### src/rtl/sbfs_pkg.sv
package sbfs_pkg;
  localparam int ALIGN_BITS = 6;
  localparam int CTRL_W = 2;

  typedef enum logic [1:0] {
    SEL_CTRL = 2'd0,
    SEL_PAGE = 2'd1,
    SEL_SYNC = 2'd2,
    SEL_NONE = 2'd3
  } sel_e;

  typedef enum logic {
    CMD_PAGE = 1'b0,
    CMD_SYNC = 1'b1
  } cmd_kind_e;

  typedef enum logic [1:0] {
    EX_IDLE = 2'd0,
    EX_PAGE = 2'd1,
    EX_FLAG = 2'd2
  } ex_state_e;
endpackage

### src/rtl/sbfs_cmd_fifo.sv
module sbfs_cmd_fifo #(
  parameter int WIDTH = 41,
  parameter int DEPTH = 8
) (
  input  logic             clk_i,
  input  logic             rst_ni,
  input  logic             push_i,
  input  logic [WIDTH-1:0] push_data_i,
  input  logic             pop_i,
  output logic [WIDTH-1:0] head_o,
  output logic             empty_o,
  output logic             full_o
);
  localparam int PTR_W = (DEPTH > 1) ? $clog2(DEPTH) : 1;
  localparam int CNT_W = $clog2(DEPTH + 1);

  logic [WIDTH-1:0] mem_q [DEPTH];
  logic [PTR_W-1:0] wr_ptr_q, rd_ptr_q;
  logic [CNT_W-1:0] cnt_q;

  assign empty_o = (cnt_q == '0);
  assign full_o  = (cnt_q == CNT_W'(DEPTH));
  assign head_o  = mem_q[rd_ptr_q];

  always_ff @(posedge clk_i or negedge rst_ni) begin
    if (!rst_ni) begin
      wr_ptr_q <= '0;
      rd_ptr_q <= '0;
      cnt_q    <= '0;
    end else begin
      if (push_i) wr_ptr_q <= (wr_ptr_q == PTR_W'(DEPTH - 1)) ? '0 : wr_ptr_q + 1'b1;
      if (pop_i)  rd_ptr_q <= (rd_ptr_q == PTR_W'(DEPTH - 1)) ? '0 : rd_ptr_q + 1'b1;
      case ({push_i, pop_i})
        2'b10:   cnt_q <= cnt_q + 1'b1;
        2'b01:   cnt_q <= cnt_q - 1'b1;
        default: cnt_q <= cnt_q;
      endcase
    end
  end

  always_ff @(posedge clk_i) begin
    if (push_i) mem_q[wr_ptr_q] <= push_data_i;
  end

  assert_no_overflow_R9: assert property (@(posedge clk_i) disable iff (!rst_ni)
    push_i |-> !full_o);
  assert_no_underflow_R9: assert property (@(posedge clk_i) disable iff (!rst_ni)
    pop_i |-> !empty_o);
endmodule

### src/rtl/sbfs_regif.sv
module sbfs_regif
  import sbfs_pkg::*;
#(
  parameter int ADDR_W     = 40,
  parameter int PAGE_SHIFT = 13
) (
  input  logic              clk_i,
  input  logic              rst_ni,
  input  logic              reg_wr_i,
  input  logic [1:0]        reg_sel_i,
  input  logic [ADDR_W-1:0] reg_wdata_i,
  input  logic              reg_rd_i,
  input  logic              ready_i,
  output logic              push_o,
  output cmd_kind_e         push_kind_o,
  output logic [ADDR_W-1:0] push_addr_o,
  output logic              rd_valid_o,
  output logic [CTRL_W-1:0] rd_data_o
);
  logic [CTRL_W-1:0] ctrl_q;
  logic              accept;
  sel_e              sel;

  assign accept = reg_wr_i && ready_i;
  assign sel    = sel_e'(reg_sel_i);

  always_comb begin
    push_o      = 1'b0;
    push_kind_o = CMD_PAGE;
    push_addr_o = '0;
    if (accept) begin
      case (sel)
        SEL_PAGE: begin
          push_o      = ctrl_q[0];
          push_addr_o = {reg_wdata_i[ADDR_W-1:PAGE_SHIFT], {PAGE_SHIFT{1'b0}}};
        end
        SEL_SYNC: begin
          push_o      = (reg_wdata_i[ALIGN_BITS-1:0] == '0);
          push_kind_o = CMD_SYNC;
          push_addr_o = reg_wdata_i;
        end
        default: ;
      endcase
    end
  end

  always_ff @(posedge clk_i or negedge rst_ni) begin
    if (!rst_ni) begin
      ctrl_q     <= '0;
      rd_valid_o <= 1'b0;
      rd_data_o  <= '0;
    end else begin
      rd_valid_o <= reg_rd_i;
      if (reg_rd_i) rd_data_o <= ctrl_q;
      if (accept && sel == SEL_CTRL) ctrl_q <= reg_wdata_i[CTRL_W-1:0];
    end
  end

  assert_rd_valid_R2: assert property (@(posedge clk_i) disable iff (!rst_ni)
    reg_rd_i |=> rd_valid_o);
  assert_blocked_ctrl_R9: assert property (@(posedge clk_i) disable iff (!rst_ni)
    (reg_wr_i && !ready_i) |=> $stable(ctrl_q));
endmodule

### src/rtl/sbfs_exec.sv
module sbfs_exec
  import sbfs_pkg::*;
#(
  parameter int          ADDR_W      = 40,
  parameter int          PAGE_CYCLES = 3,
  parameter int          FLAG_W      = 64,
  parameter logic [63:0] FLAG_VALUE  = 64'd1
) (
  input  logic              clk_i,
  input  logic              rst_ni,
  input  logic              cmd_valid_i,
  input  cmd_kind_e         cmd_kind_i,
  input  logic [ADDR_W-1:0] cmd_addr_i,
  output logic              cmd_pop_o,
  output logic              retire_o,
  output logic [ADDR_W-1:0] retire_addr_o,
  output logic              mem_wr_o,
  output logic [ADDR_W-1:0] mem_addr_o,
  output logic [FLAG_W-1:0] mem_data_o,
  input  logic              mem_ready_i
);
  localparam int CW = (PAGE_CYCLES > 1) ? $clog2(PAGE_CYCLES) : 1;

  ex_state_e         state_q;
  logic [CW-1:0]     cnt_q;
  logic [ADDR_W-1:0] addr_q;

  assign cmd_pop_o     = (state_q == EX_IDLE) && cmd_valid_i;
  assign retire_o      = (state_q == EX_PAGE) && (cnt_q == '0);
  assign retire_addr_o = addr_q;
  assign mem_wr_o      = (state_q == EX_FLAG);
  assign mem_addr_o    = addr_q;
  assign mem_data_o    = FLAG_VALUE[FLAG_W-1:0];

  always_ff @(posedge clk_i or negedge rst_ni) begin
    if (!rst_ni) begin
      state_q <= EX_IDLE;
      cnt_q   <= '0;
      addr_q  <= '0;
    end else begin
      case (state_q)
        EX_IDLE: if (cmd_valid_i) begin
          addr_q <= cmd_addr_i;
          if (cmd_kind_i == CMD_SYNC) begin
            state_q <= EX_FLAG;
          end else begin
            state_q <= EX_PAGE;
            cnt_q   <= CW'(PAGE_CYCLES - 1);
          end
        end
        EX_PAGE: if (cnt_q == '0) state_q <= EX_IDLE;
                 else             cnt_q   <= cnt_q - 1'b1;
        EX_FLAG: if (mem_ready_i) state_q <= EX_IDLE;
        default: state_q <= EX_IDLE;
      endcase
    end
  end

  assert_flag_hold_R7: assert property (@(posedge clk_i) disable iff (!rst_ni)
    (mem_wr_o && !mem_ready_i) |=> (mem_wr_o && $stable(mem_addr_o)));
  assert_flag_align_R5: assert property (@(posedge clk_i) disable iff (!rst_ni)
    mem_wr_o |-> (mem_addr_o[ALIGN_BITS-1:0] == '0));
  assert_flag_nonzero_R5: assert property (@(posedge clk_i) disable iff (!rst_ni)
    mem_wr_o |-> (mem_data_o != '0));
  assert_retire_pulse_R3: assert property (@(posedge clk_i) disable iff (!rst_ni)
    retire_o |=> !retire_o);
endmodule

### src/rtl/sbfs_top.sv
module sbfs_top
  import sbfs_pkg::*;
#(
  parameter int          ADDR_W      = 40,
  parameter int          PAGE_SHIFT  = 13,
  parameter int          DEPTH       = 8,
  parameter int          PAGE_CYCLES = 3,
  parameter int          FLAG_W      = 64,
  parameter logic [63:0] FLAG_VALUE  = 64'd1
) (
  input  logic              clk_i,
  input  logic              rst_ni,
  input  logic              reg_wr_i,
  input  logic [1:0]        reg_sel_i,
  input  logic [ADDR_W-1:0] reg_wdata_i,
  output logic              reg_ready_o,
  input  logic              reg_rd_i,
  output logic              rd_valid_o,
  output logic [1:0]        rd_data_o,
  output logic              retire_o,
  output logic [ADDR_W-1:0] retire_addr_o,
  output logic              mem_wr_o,
  output logic [ADDR_W-1:0] mem_addr_o,
  output logic [FLAG_W-1:0] mem_data_o,
  input  logic              mem_ready_i
);
  localparam int ENTRY_W = ADDR_W + 1;

  logic              push, pop, empty, full;
  cmd_kind_e         push_kind;
  logic [ADDR_W-1:0] push_addr;
  logic [ENTRY_W-1:0] head;

  assign reg_ready_o = !full;

  sbfs_regif #(.ADDR_W(ADDR_W), .PAGE_SHIFT(PAGE_SHIFT)) u_regif (
    .clk_i       (clk_i),
    .rst_ni      (rst_ni),
    .reg_wr_i    (reg_wr_i),
    .reg_sel_i   (reg_sel_i),
    .reg_wdata_i (reg_wdata_i),
    .reg_rd_i    (reg_rd_i),
    .ready_i     (reg_ready_o),
    .push_o      (push),
    .push_kind_o (push_kind),
    .push_addr_o (push_addr),
    .rd_valid_o  (rd_valid_o),
    .rd_data_o   (rd_data_o)
  );

  sbfs_cmd_fifo #(.WIDTH(ENTRY_W), .DEPTH(DEPTH)) u_fifo (
    .clk_i       (clk_i),
    .rst_ni      (rst_ni),
    .push_i      (push),
    .push_data_i ({push_kind, push_addr}),
    .pop_i       (pop),
    .head_o      (head),
    .empty_o     (empty),
    .full_o      (full)
  );

  sbfs_exec #(
    .ADDR_W(ADDR_W), .PAGE_CYCLES(PAGE_CYCLES), .FLAG_W(FLAG_W), .FLAG_VALUE(FLAG_VALUE)
  ) u_exec (
    .clk_i         (clk_i),
    .rst_ni        (rst_ni),
    .cmd_valid_i   (!empty),
    .cmd_kind_i    (cmd_kind_e'(head[ADDR_W])),
    .cmd_addr_i    (head[ADDR_W-1:0]),
    .cmd_pop_o     (pop),
    .retire_o      (retire_o),
    .retire_addr_o (retire_addr_o),
    .mem_wr_o      (mem_wr_o),
    .mem_addr_o    (mem_addr_o),
    .mem_data_o    (mem_data_o),
    .mem_ready_i   (mem_ready_i)
  );
endmodule

### config.mk
export PLATFORM = sky130hd
export DESIGN_NAME = sbfs_top
export DESIGN_NICKNAME = d
export VERILOG_FILES = /design/src/rtl/sbfs_pkg.sv /design/src/rtl/sbfs_cmd_fifo.sv /design/src/rtl/sbfs_regif.sv /design/src/rtl/sbfs_exec.sv /design/src/rtl/sbfs_top.sv
export SDC_FILE = /design/constraint.sdc
export NUM_CORES = 1
export LEC_CHECK = 0
export BUFFER_PORTS_ARGS = -buffer_cell sky130_fd_sc_hd__buf_2
export CAP_MARGIN = 20
export CORE_UTILIZATION = 45
export DETAILED_ROUTE_END_ITERATION = 8
export GPL_TIMING_DRIVEN = 0
export PLACE_DENSITY = 0.62
export SETUP_SLACK_MARGIN = 0.15
export SKIP_LAST_GASP = 1
export SYNTH_ARGS = -nofsm -noshare
export SYNTH_HDL_FRONTEND = slang
export SYNTH_SLANG_ARGS = --single-unit
### constraint.sdc
create_clock -name clk_i -period 9.8 [get_ports clk_i]
set_input_delay 1.96 -clock clk_i [delete_from_list [all_inputs] [get_ports clk_i]]
set_output_delay 1.96 -clock clk_i [all_outputs]
set_load 0.01 [all_outputs]
==> results of run 1 <==
Yosys cell counts (all sizes together), types with 10 or more instances:
cell	count	area, µm²
and2	40	250
buf	131	946
clkbuf	10	37.5
dfrtp	59	1480
edfxtp	328	9850
ha	11	138
inv	10	37.5
mux2	10	113
mux2i	42	420
mux4	81	1820
nand2	44	165
o21ai	40	200
cell type report:
cell class	instances	area share, %
Sequential cell	387	58.9
Clock buffer	56	5.84
Tap cell	455	2.96
Multi-Input combinational cell	381	19.5
Clock inverter	18	1.34
Buffer	141	5.12
Timing Repair Buffer	186	6.06
Inverter	10	0.195
routing by layer:
metal,wire (µm),track usage [%]
met2,16000,30.8
met5,0,0
met4,686,5.43
met3,1660,2.65
met1,14100,25.7
power groups by stage:
stage	Combinational, µW	Clock, µW	Sequential, µW
5_1_grt	1790	1680	2060
2_1_floorplan	1110	0	2090
3_3_place_gp	1630	0	2060
6_report	1630	1580	2040
4_1_cts	1670	1610	2040
3_5_place_dp	1670	0	2070
critical path: stages:
cell and delay, ns:
buf_2 0.11, inv_1 0.07, ha_1 0.18, nor4b_1 0.23
nand2_1 0.10, a21oi_2 0.27, inv_2 0.18, nor4b_2 0.85
buf_6 0.25, buf_4 0.18, buf_4 0.17
state kept, by name (all words and copies together), names as in the netlist:
register	cells
u_exec.cnt_q	2
u_exec.state_q	2
u_exec.mem_addr_o	40
u_fifo.wr_ptr_q	3
u_fifo.mem_q	328
u_regif.rd_valid_o	1
u_regif.ctrl_q	2
u_fifo.cnt_q	4
u_regif.rd_data_o	2
u_fifo.rd_ptr_q	3
logic make-up (layout without fill, tap and decap cells):
kind of cell / Yosys count / count (layout) / share of synthesized area (%)
AOI/OAI and AO/OA: 51 / 51 / 1.87
xor gates and xnor gates: 5 / 5 / 0.277
adders and majority gates: 11 / 11 / 0.870
buffers and inverters: 151 / 411 / 6.45
DFF: 387 / 387 / 71.6
muxes: 133 / 133 / 14.9
other: 2 / 64 / 0.0475
and+or+nand+nor: 117 / 117 / 3.99
layout by cell type (no fill, tap or decap), drive strengths merged, types with 6 or more instances in the layout:
cell	count
buf	317
mux2	10
clkinv	8
clkbuf	66
dfrtp	59
nor2	6
mux2i	42
nand2	44
inv	12
mux4	81
and2	40
conb	64
o21ai	40
ha	11
bufinv	6
edfxtp	328
stage by stage:
step / util, % / hold slack (ns)
after floorplan: - / 0.440
after global placement: 50.0 / 0.455
after detailed placement: 51.6 / 0.459
after CTS: 55.6 / 0.469
after global routing: 55.6 / 0.501
final: 55.6 / 0.466
how the worst min path moves through the flow:
stage                     slack (ns)  depth (start not counted)              end
after global routing            0.50                          1  u_exec.cnt_q[0]
after floorplan                 0.44                          1  u_exec.cnt_q[0]
after detailed placement        0.46                          1  u_exec.cnt_q[0]
after CTS                       0.47                          1  u_exec.cnt_q[0]
final                           0.47                          1  u_exec.cnt_q[0]
after global placement          0.45                          1  u_exec.cnt_q[0]
==> metrics.txt, run 1 <==
outcome=complete, no violations; RSZ-0062 raised after global routing=false; CTS root buffer=clkbuf_16; Int Power=3680 µW; Vias/cell=4.98; Tot GR Track Use=18.6%; die area=35900 µm²; fillers=2697; Setup Fix Bufs, Post-CTS=0; Pwr Density=273 nW/µm²; Worst Reg2Reg Path Length in Cells=13; Max Cap Viol=0; critical path required time=10.03 ns; Mapped Avg Cell Area=18.5 µm²; drt pass-1 iters=5; endpoint class of the critical path=flop; Clock Power Share=30.1%; chip height=190 µm; CP startpoint=reg_sel_i[0]; I/O pin count=197; post-detailed-route wirelength per cell=19.8 µm; gpl congestion=0.683; Setup crit start kind=input port; Ys Warns=0; Power Total=5240 µW; antenna violations before repair=1; first-pass GRT wire length=49400 µm; Reg-to-Reg Start=u_fifo.cnt_q[2]; CTS buffer count=40; Seq/Total Area, Yosys=71.6%; DRC=0; vias in the first global route=8164; largest fanout on the critical path=10; Synth Register Bits=387; Arr. time, crit path=4.56 ns; worst-skew pair later-pin latency=0.53 ns; IO buf count=132; Max VDD drop=0.139 mV; design area=19200 µm²; worst reg2reg path endpoint=u_fifo.cnt_q[2]; Resize count post-CTS=0; total global routing overflow=0; placed standard-cell area=17800 µm²; final setup violating endpoints=0; dpl ws=4.87 ns; logic gate share of total power=31.1%; hold path startpoint=u_exec.cnt_q[0]; Pleak=0.00745 µW; CTS Hold Bufs=0; fin. max-slew vios=0; synthesized cell area=15800 µm²; drt total wl=32400 µm; register area=11300 µm²; layout cells sized above 1=40.6%; Max Fclk=231 MHz; Hold Fails Final Rpt=0; Initial Utilization=45.8%; Final nets=1205; clock sink count=387; Distinct cells, synth=42; Relative slew margins=35.6%; H-tree levels=2; DP HPWL=22000 µm; switching component of the power=1560 µW; Clk pin slew, worst setup/hold paths=0.06 ns; Worst-Margin Slew=0.967 ns; Multi-input gate area=3760 µm²; via count=8134; asr flop ratio synth=15.2%; DRT iter0 DRCs=564; CTS max path bufs=3; P&R area growth vs syn=21.5%; Final Critical Period=4.32 ns; Inserted Diodes=0; Hold Path Class=reg2reg; reg-to-reg slack, setup=6.48 ns; clk_skew=0.0180 ns; CTS tree=built; antenna-violating nets left=0; Non-Filler Instances=1634; setup_tns=0 ns; ys flop type=edfxtp_1; core area=34500 µm²; cells after synthesis=857; crit path to=u_fifo.mem_q[4][28]; sequential share of power=38.8%; critical path type=in2reg; fin crit share=44.1%; placement row count=68; largest net degree at the start of global routing=40; Sw Share=29.8%; setup slack after layout=5.48 ns; Placed Cells=1560; Die X=190 µm; Post-synth EDFFs=328
No activity file was read; power rests on OpenSTA's default activity.
==> run 2: changes to the inputs <==
clock period = 4.15 ns   (was 9.8 ns; I/O delays follow)
==> metrics.txt, run 2 (synthesis gave the netlist of run 1 again) <==
total global routing overflow=0 (unchanged); antenna violations before repair=0 (was 1); gpl congestion=0.704 (was 0.683); clock sink count=387 (unchanged); Final Critical Period=3.33 ns; worst-path cell chain=buf_2 > inv_1 > ha_1 > nor4b_1 > nand2_1 > a21oi_2 > inv_2 > nor3_2 > buf_6 > buf_6 > buf_6 > buf_6 (was buf_2 > inv_1 > ha_1 > nor4b_1 > nand2_1 > a21oi_2 > inv_2 > nor4b_2 > buf_6 > buf_4 > buf_4); Worst-Margin Slew=0.983 ns (was 0.967 ns); grt met1 use=25.1% (was 25.7%); Max VDD drop=0.403 mV (was 0.139 mV); max incr delay on CP=0.71 ns (was 0.85 ns); CP max stage cell=nor3_2 (was nor4b_2); Vias/cell=5.02 (was 4.98); Worst Reg2Reg Path Length in Cells=13 (unchanged); worst-skew pair later-pin latency=0.53 ns (about the same); Max Fclk=301 MHz; Multi-input gate area=3810 µm² (was 3760 µm²); drt total wl=32900 µm (was 32400 µm); largest fanout on the critical path=10 (unchanged); endpoint class of the critical path=flop (unchanged); placement row count=68 (unchanged); Resize count post-CTS=0 (unchanged); Top reg by flops=u_fifo.mem_q (unchanged); Most common cell on crit path=buf_6 (was buf_4); antenna-violating nets left=0 (unchanged); register area=11300 µm² (unchanged); CTS buffer count=40 (unchanged); Arr. time, crit path=3.55 ns (was 4.56 ns); CTS Hold Bufs=0 (unchanged); Pleak=0.00739 µW (was 0.00745 µW); core area=34500 µm² (unchanged); CTS root buffer=clkbuf_16 (unchanged); fin. max-slew vios=0 (unchanged); reg-to-reg slack, setup=0.89 ns (was 6.48 ns); Tot GR Track Use=18.7% (was 18.6%); setup slack after layout=0.823 ns (was 5.48 ns); Initial Utilization=45.8% (unchanged); P&R area growth vs syn=21.6% (was 21.5%); met2 GRT Util=32.0% (was 30.8%); DRT iter0 DRCs=661 (was 564); most frequent cells in the layout=edfxtp_1 (328), buf_2 (146), buf_4 (112) (was edfxtp_1 (328), buf_2 (146), buf_4 (146)); clk_skew=0.0197 ns (was 0.0180 ns); die area=35900 µm² (unchanged); IO buf count=132 (unchanged); Max Cap Viol=0 (unchanged); critical path type=in2reg (unchanged); vias in the first global route=8162 (was 8164); fillers=2664 (was 2697); DRC=0 (unchanged); Largest register FFs=328 (unchanged); final setup violating endpoints=0 (unchanged); first-pass GRT wire length=49400 µm (about the same); Setup crit start kind=input port (unchanged); I/O pin count=197 (unchanged); CTS tree=built (unchanged); most common cell after layout, fill and taps aside=edfxtp_1 (unchanged); Inserted Diodes=0 (unchanged); drt pass-1 iters=5 (unchanged); largest net degree at the start of global routing=40 (unchanged); RSZ-0062 raised after global routing=false (unchanged); Global Route met3 Usage=2.97% (was 2.65%); CTS max path bufs=3 (unchanged); Final nets=1187 (was 1205); Die X=190 µm (unchanged); GR peak layer=met2 (unchanged); Reg-to-Reg Start=u_fifo.cnt_q[2] (unchanged); dpl ws=0.251 ns (was 4.87 ns); post-detailed-route wirelength per cell=20.4 µm (was 19.8 µm); via count=8117 (was 8134); Pwr Density=648 nW/µm² (was 273 nW/µm²); Setup Fix Bufs, Post-CTS=0 (unchanged); H-tree levels=2 (unchanged); Clk pin slew, worst setup/hold paths=0.06 ns (about the same); worst hold margin=0.212 ns (was 0.466 ns); Hold Fails Final Rpt=0 (unchanged); layout cells sized above 1=39.4% (was 40.6%); fin crit share=80.2%; Relative slew margins=34.5% (was 35.6%); outcome=complete, no violations (unchanged); DP HPWL=21400 µm (was 22000 µm); worst reg2reg path endpoint=u_fifo.cnt_q[2] (unchanged); Hold Path Class=in2async (was reg2reg); critical path required time=4.37 ns (was 10.03 ns); chip height=190 µm (unchanged)
## run 2: cell count changes in the layout (fill, tap and decap cells not counted), moves of 3 or more
| cell | change |
|---|---|
| buf_4 | -34 |
| clkbuf_8 | -3 |
| nor4b_2 | -4 |
| buf_6 | +5 |
| buf_8 | +11 |
| nor4b_4 | +4 |
## run 2: worst max-delay path by stage
stage                       startpoint                  end  slack (ns)  cells after the start
after global placement    reg_sel_i[0]  u_fifo.mem_q[7][20]       -4.35                      8
after global routing      reg_sel_i[0]  u_fifo.mem_q[7][18]        0.56                     12
after floorplan           reg_sel_i[0]   u_fifo.mem_q[6][0]       -0.96                      7
after CTS                 reg_sel_i[0]  u_fifo.mem_q[7][18]        0.80                     12
final                     reg_sel_i[0]  u_fifo.mem_q[7][18]        0.82                     12
after detailed placement  reg_sel_i[0]  u_fifo.mem_q[7][26]        0.25                     12
## run 2: final cells by class
| type | count | share of cell area (%) |
|---|---|---|
| buffer | 141 | 5.11 |
| clock buffer | 55 | 5.66 |
| clock inverter | 19 | 1.57 |
| inverter | 10 | 0.195 |
| multi-input combinational | 381 | 19.8 |
| sequential | 387 | 58.9 |
| tap | 455 | 2.96 |
| timing repair buffer | 168 | 5.87 |
## run 2: critical path, delay by kind of cell
family	cells	cell delay, ns
AOI/OAI and AO/OA	1	0.29
buffers and inverters	7	1.15
and+or+nand+nor	3	1.08
adders and majority gates	1	0.19
## run 2: through the flow
| step | TNS [ns] | cell area, µm² | power [µW] | cells | utilization (%) |
|---|---|---|---|---|---|
| after floorplan | -167.42 | 16100 | 7560 | 919 | - |
| final | 0 | 19200 | 12500 | 1616 | 55.7 |
| after global routing | 0 | 19200 | 13100 | 1616 | 55.7 |
| after detailed placement | 0 | 17900 | 8830 | 1542 | 51.7 |
| after global placement | -1111.95 | 17300 | 8710 | 1506 | 50.1 |
| after CTS | 0 | 19200 | 12600 | 1616 | 55.7 |
## run 2: routing by layer
layer | wire length [µm] | part of all wire [%]
met1 | 14100 | 43
met2 | 16600 | 51
met3 | 1690 | 5.1
met4 | 500 | 1.5
met5 | 0 | 0
## run 2: where the power goes
part / switching [µW] / leakage (µW) / internal (µW)
Clock: 1440 / 0.000676 / 2340
Combinational: 1980 / 0.00297 / 1880
Sequential: 287 / 0.00375 / 4540
Total: 3700 / 0.00739 / 8770
==> run 3: changes to the inputs <==
PLACE_DENSITY = 0.65   (was 0.62)
clock period = 3 ns   (was 4.15 ns; I/O delays follow)
==> metrics.txt, run 3 (synthesis gave the netlist of run 1 again) <==
Pleak=0.00734 µW (was 0.00739 µW); Most common cell on crit path=buf_8 (was buf_6); clock sink count=387 (unchanged); CP startpoint=u_fifo.cnt_q[1] (was reg_sel_i[0]); vias in the first global route=8041 (was 8162); Tot GR Track Use=18.3% (was 18.7%); antenna-violating nets left=0 (unchanged); core area=34500 µm² (unchanged); critical path required time=3.22 ns (was 4.37 ns); post-detailed-route wirelength per cell=19.9 µm (was 20.4 µm); most frequent cells in the layout=edfxtp_1 (328), buf_2 (145), buf_4 (112) (was edfxtp_1 (328), buf_2 (146), buf_4 (112)); worst-skew pair later-pin latency=0.52 ns (was 0.53 ns); CTS max path bufs=3 (unchanged); Worst-Margin Slew=0.926 ns (was 0.983 ns); CTS buffer count=40 (unchanged); chip height=190 µm (unchanged); total global routing overflow=0 (unchanged); CP max stage cell=nor4b_4 (was nor3_2); largest net degree at the start of global routing=49 (was 40); reg-to-reg slack, setup=0.28 ns (was 0.89 ns); Max Cap Viol=0 (unchanged); Die X=190 µm (unchanged); layout cells sized above 1=39.2% (was 39.4%); gpl congestion=0.732 (was 0.704); critical path type=reg2reg (was in2reg); DRT iter0 DRCs=639 (was 661); Final Critical Period=2.72 ns; first-pass GRT wire length=48500 µm (was 49400 µm); crit path to=u_fifo.mem_q[2][25] (was u_fifo.mem_q[7][18]); via count=8000 (was 8117); placed standard-cell area=17900 µm² (about the same); Placed Cells=1536 (was 1542); cell family with most CP delay=simple AND/OR/NAND/NOR gates (was buffers and inverters); final setup violating endpoints=0 (unchanged); design area=19200 µm² (about the same); I/O pin count=197 (unchanged); Relative slew margins=38.3% (was 34.5%); Crit path depth=8 (was 12); die area=35900 µm² (unchanged); outcome=complete, no violations (unchanged); DRC=0 (unchanged); Worst Reg2Reg Path Length in Cells=8 (was 13); Final Util=55.6% (was 55.7%); Max Fclk=368 MHz; Inserted Diodes=0 (unchanged); Final nets=1182 (was 1187); Pwr Density=869 nW/µm² (was 648 nW/µm²); placement row count=68 (unchanged); fin crit share=90.6%; worst reg2reg path endpoint=u_fifo.mem_q[2][25] (was u_fifo.cnt_q[2]); clk_skew=0.0165 ns (was 0.0197 ns); Non-Filler Instances=1608 (was 1616); RSZ-0062 raised after global routing=true (was false); Top reg by flops=u_fifo.mem_q (unchanged); most common cell after layout, fill and taps aside=edfxtp_1 (unchanged); drt pass-1 iters=4 (was 5); Buf/Inv on CP=4 (was 7); antenna violations before repair=0 (unchanged); H-tree levels=2 (unchanged); Clk pin slew, worst setup/hold paths=0.06 ns (about the same); Vias/cell=4.98 (was 5.02); Hold Path Class=in2reg (was in2async); worst-path cell chain=or4b_4 > nand3_2 > a21oi_4 > inv_6 > nor4b_4 > buf_8 > buf_8 > buf_8 (was buf_2 > inv_1 > ha_1 > nor4b_1 > nand2_1 > a21oi_2 > inv_2 > nor3_2 > buf_6 > buf_6 > buf_6 > buf_6); CTS root buffer=clkbuf_16 (unchanged); P&R area growth vs syn=21.4% (was 21.6%); Reg-to-Reg Start=u_fifo.cnt_q[1] (was u_fifo.cnt_q[2]); endpoint class of the critical path=flop (unchanged); largest fanout on the critical path=10 (unchanged); Largest register FFs=328 (unchanged); fin. max-slew vios=0 (unchanged); Arr. time, crit path=2.94 ns (was 3.55 ns); drt total wl=31900 µm (was 32900 µm); Setup crit start kind=flop (was input port); CTS tree=built (unchanged); max incr delay on CP=0.63 ns (was 0.71 ns); fillers=2684 (was 2664); Initial Utilization=45.8% (unchanged); DP HPWL=21300 µm (was 21400 µm); IO buf count=132 (unchanged); Max VDD drop=0.482 mV (was 0.403 mV); worst hold margin=0.221 ns (was 0.212 ns); Hold Fails Final Rpt=0 (unchanged); setup_tns=0 ns (unchanged)
==> run 3: how the worst min path moves through the flow <==
stage	startpoint	to	slack, ns	depth (start not counted)
after global routing	reg_rd_i	u_regif.rd_valid_o	0.21	1
final	reg_rd_i	u_regif.rd_valid_o	0.22	1
after floorplan	rst_ni	u_exec.cnt_q[0]	0.30	0
after CTS	reg_rd_i	u_regif.rd_valid_o	0.20	1
after detailed placement	u_exec.cnt_q[0]	u_exec.cnt_q[0]	0.46	1
after global placement	u_exec.cnt_q[0]	u_exec.cnt_q[0]	0.45	1
==> run 3: per-layer routing <==
layer  wire (µm)  part of all wire, %  GRT usage [%]  up-vias
met2       16300                   51           31.5      234
met5           0                    0              0        -
met1       13600                   43           24.3     4057
met3        1450                  4.5           2.74       44
met4         578                  1.8           4.87        0
li1            -                    -              -     3665
==> run 3: final cells by class <==
| cell class | count | area (µm²) | share of cell area (%) |
|---|---|---|---|
| multi-input combinational | 381 | 3860 | 20.1 |
| inverter | 10 | 55.1 | 0.287 |
| buffer | 140 | 987 | 5.14 |
| tap | 455 | 569 | 2.96 |
| clock buffer | 56 | 1110 | 5.79 |
| clock inverter | 15 | 123 | 0.638 |
| sequential | 387 | 11300 | 59.0 |
| timing repair buffer | 164 | 1170 | 6.10 |
==> run 3: what timing repair did <==
item / CTS / global route
hold endpoints to repair: 11 / 0
gates cloned: 0 / 0
setup buffers: 0 / 1
hold buffers: 1 / 0
endpoints found under the setup margin: 3 / 23
pin swaps: 0 / 2
gates resized for setup: 2 / 3
==> run 3: where the power goes <==
part | internal (µW) | total (µW) | switching, µW
clock network | 2750 | 4680 | 1920
registers | 6280 | 6700 | 417
logic | 2620 | 5300 | 2690
==> run 3: worst register-to-register path: stages, from the launching register on <==
cell	delay [ns]
dfrtp_1	0.50
or4b_4	0.22
nand3_2	0.12
a21oi_4	0.24
inv_6	0.13
nor4b_4	0.63
buf_8	0.25
buf_8	0.18
buf_8	0.17
==> run 3: stage by stage <==
stage                     power, µW  setup WS [ns]
after floorplan               10500         -0.242
after global placement        12100          -2.02
after detailed placement      12200         -0.341
after CTS                     16900          0.125
after global routing          17600         0.0960
final                         16700          0.281
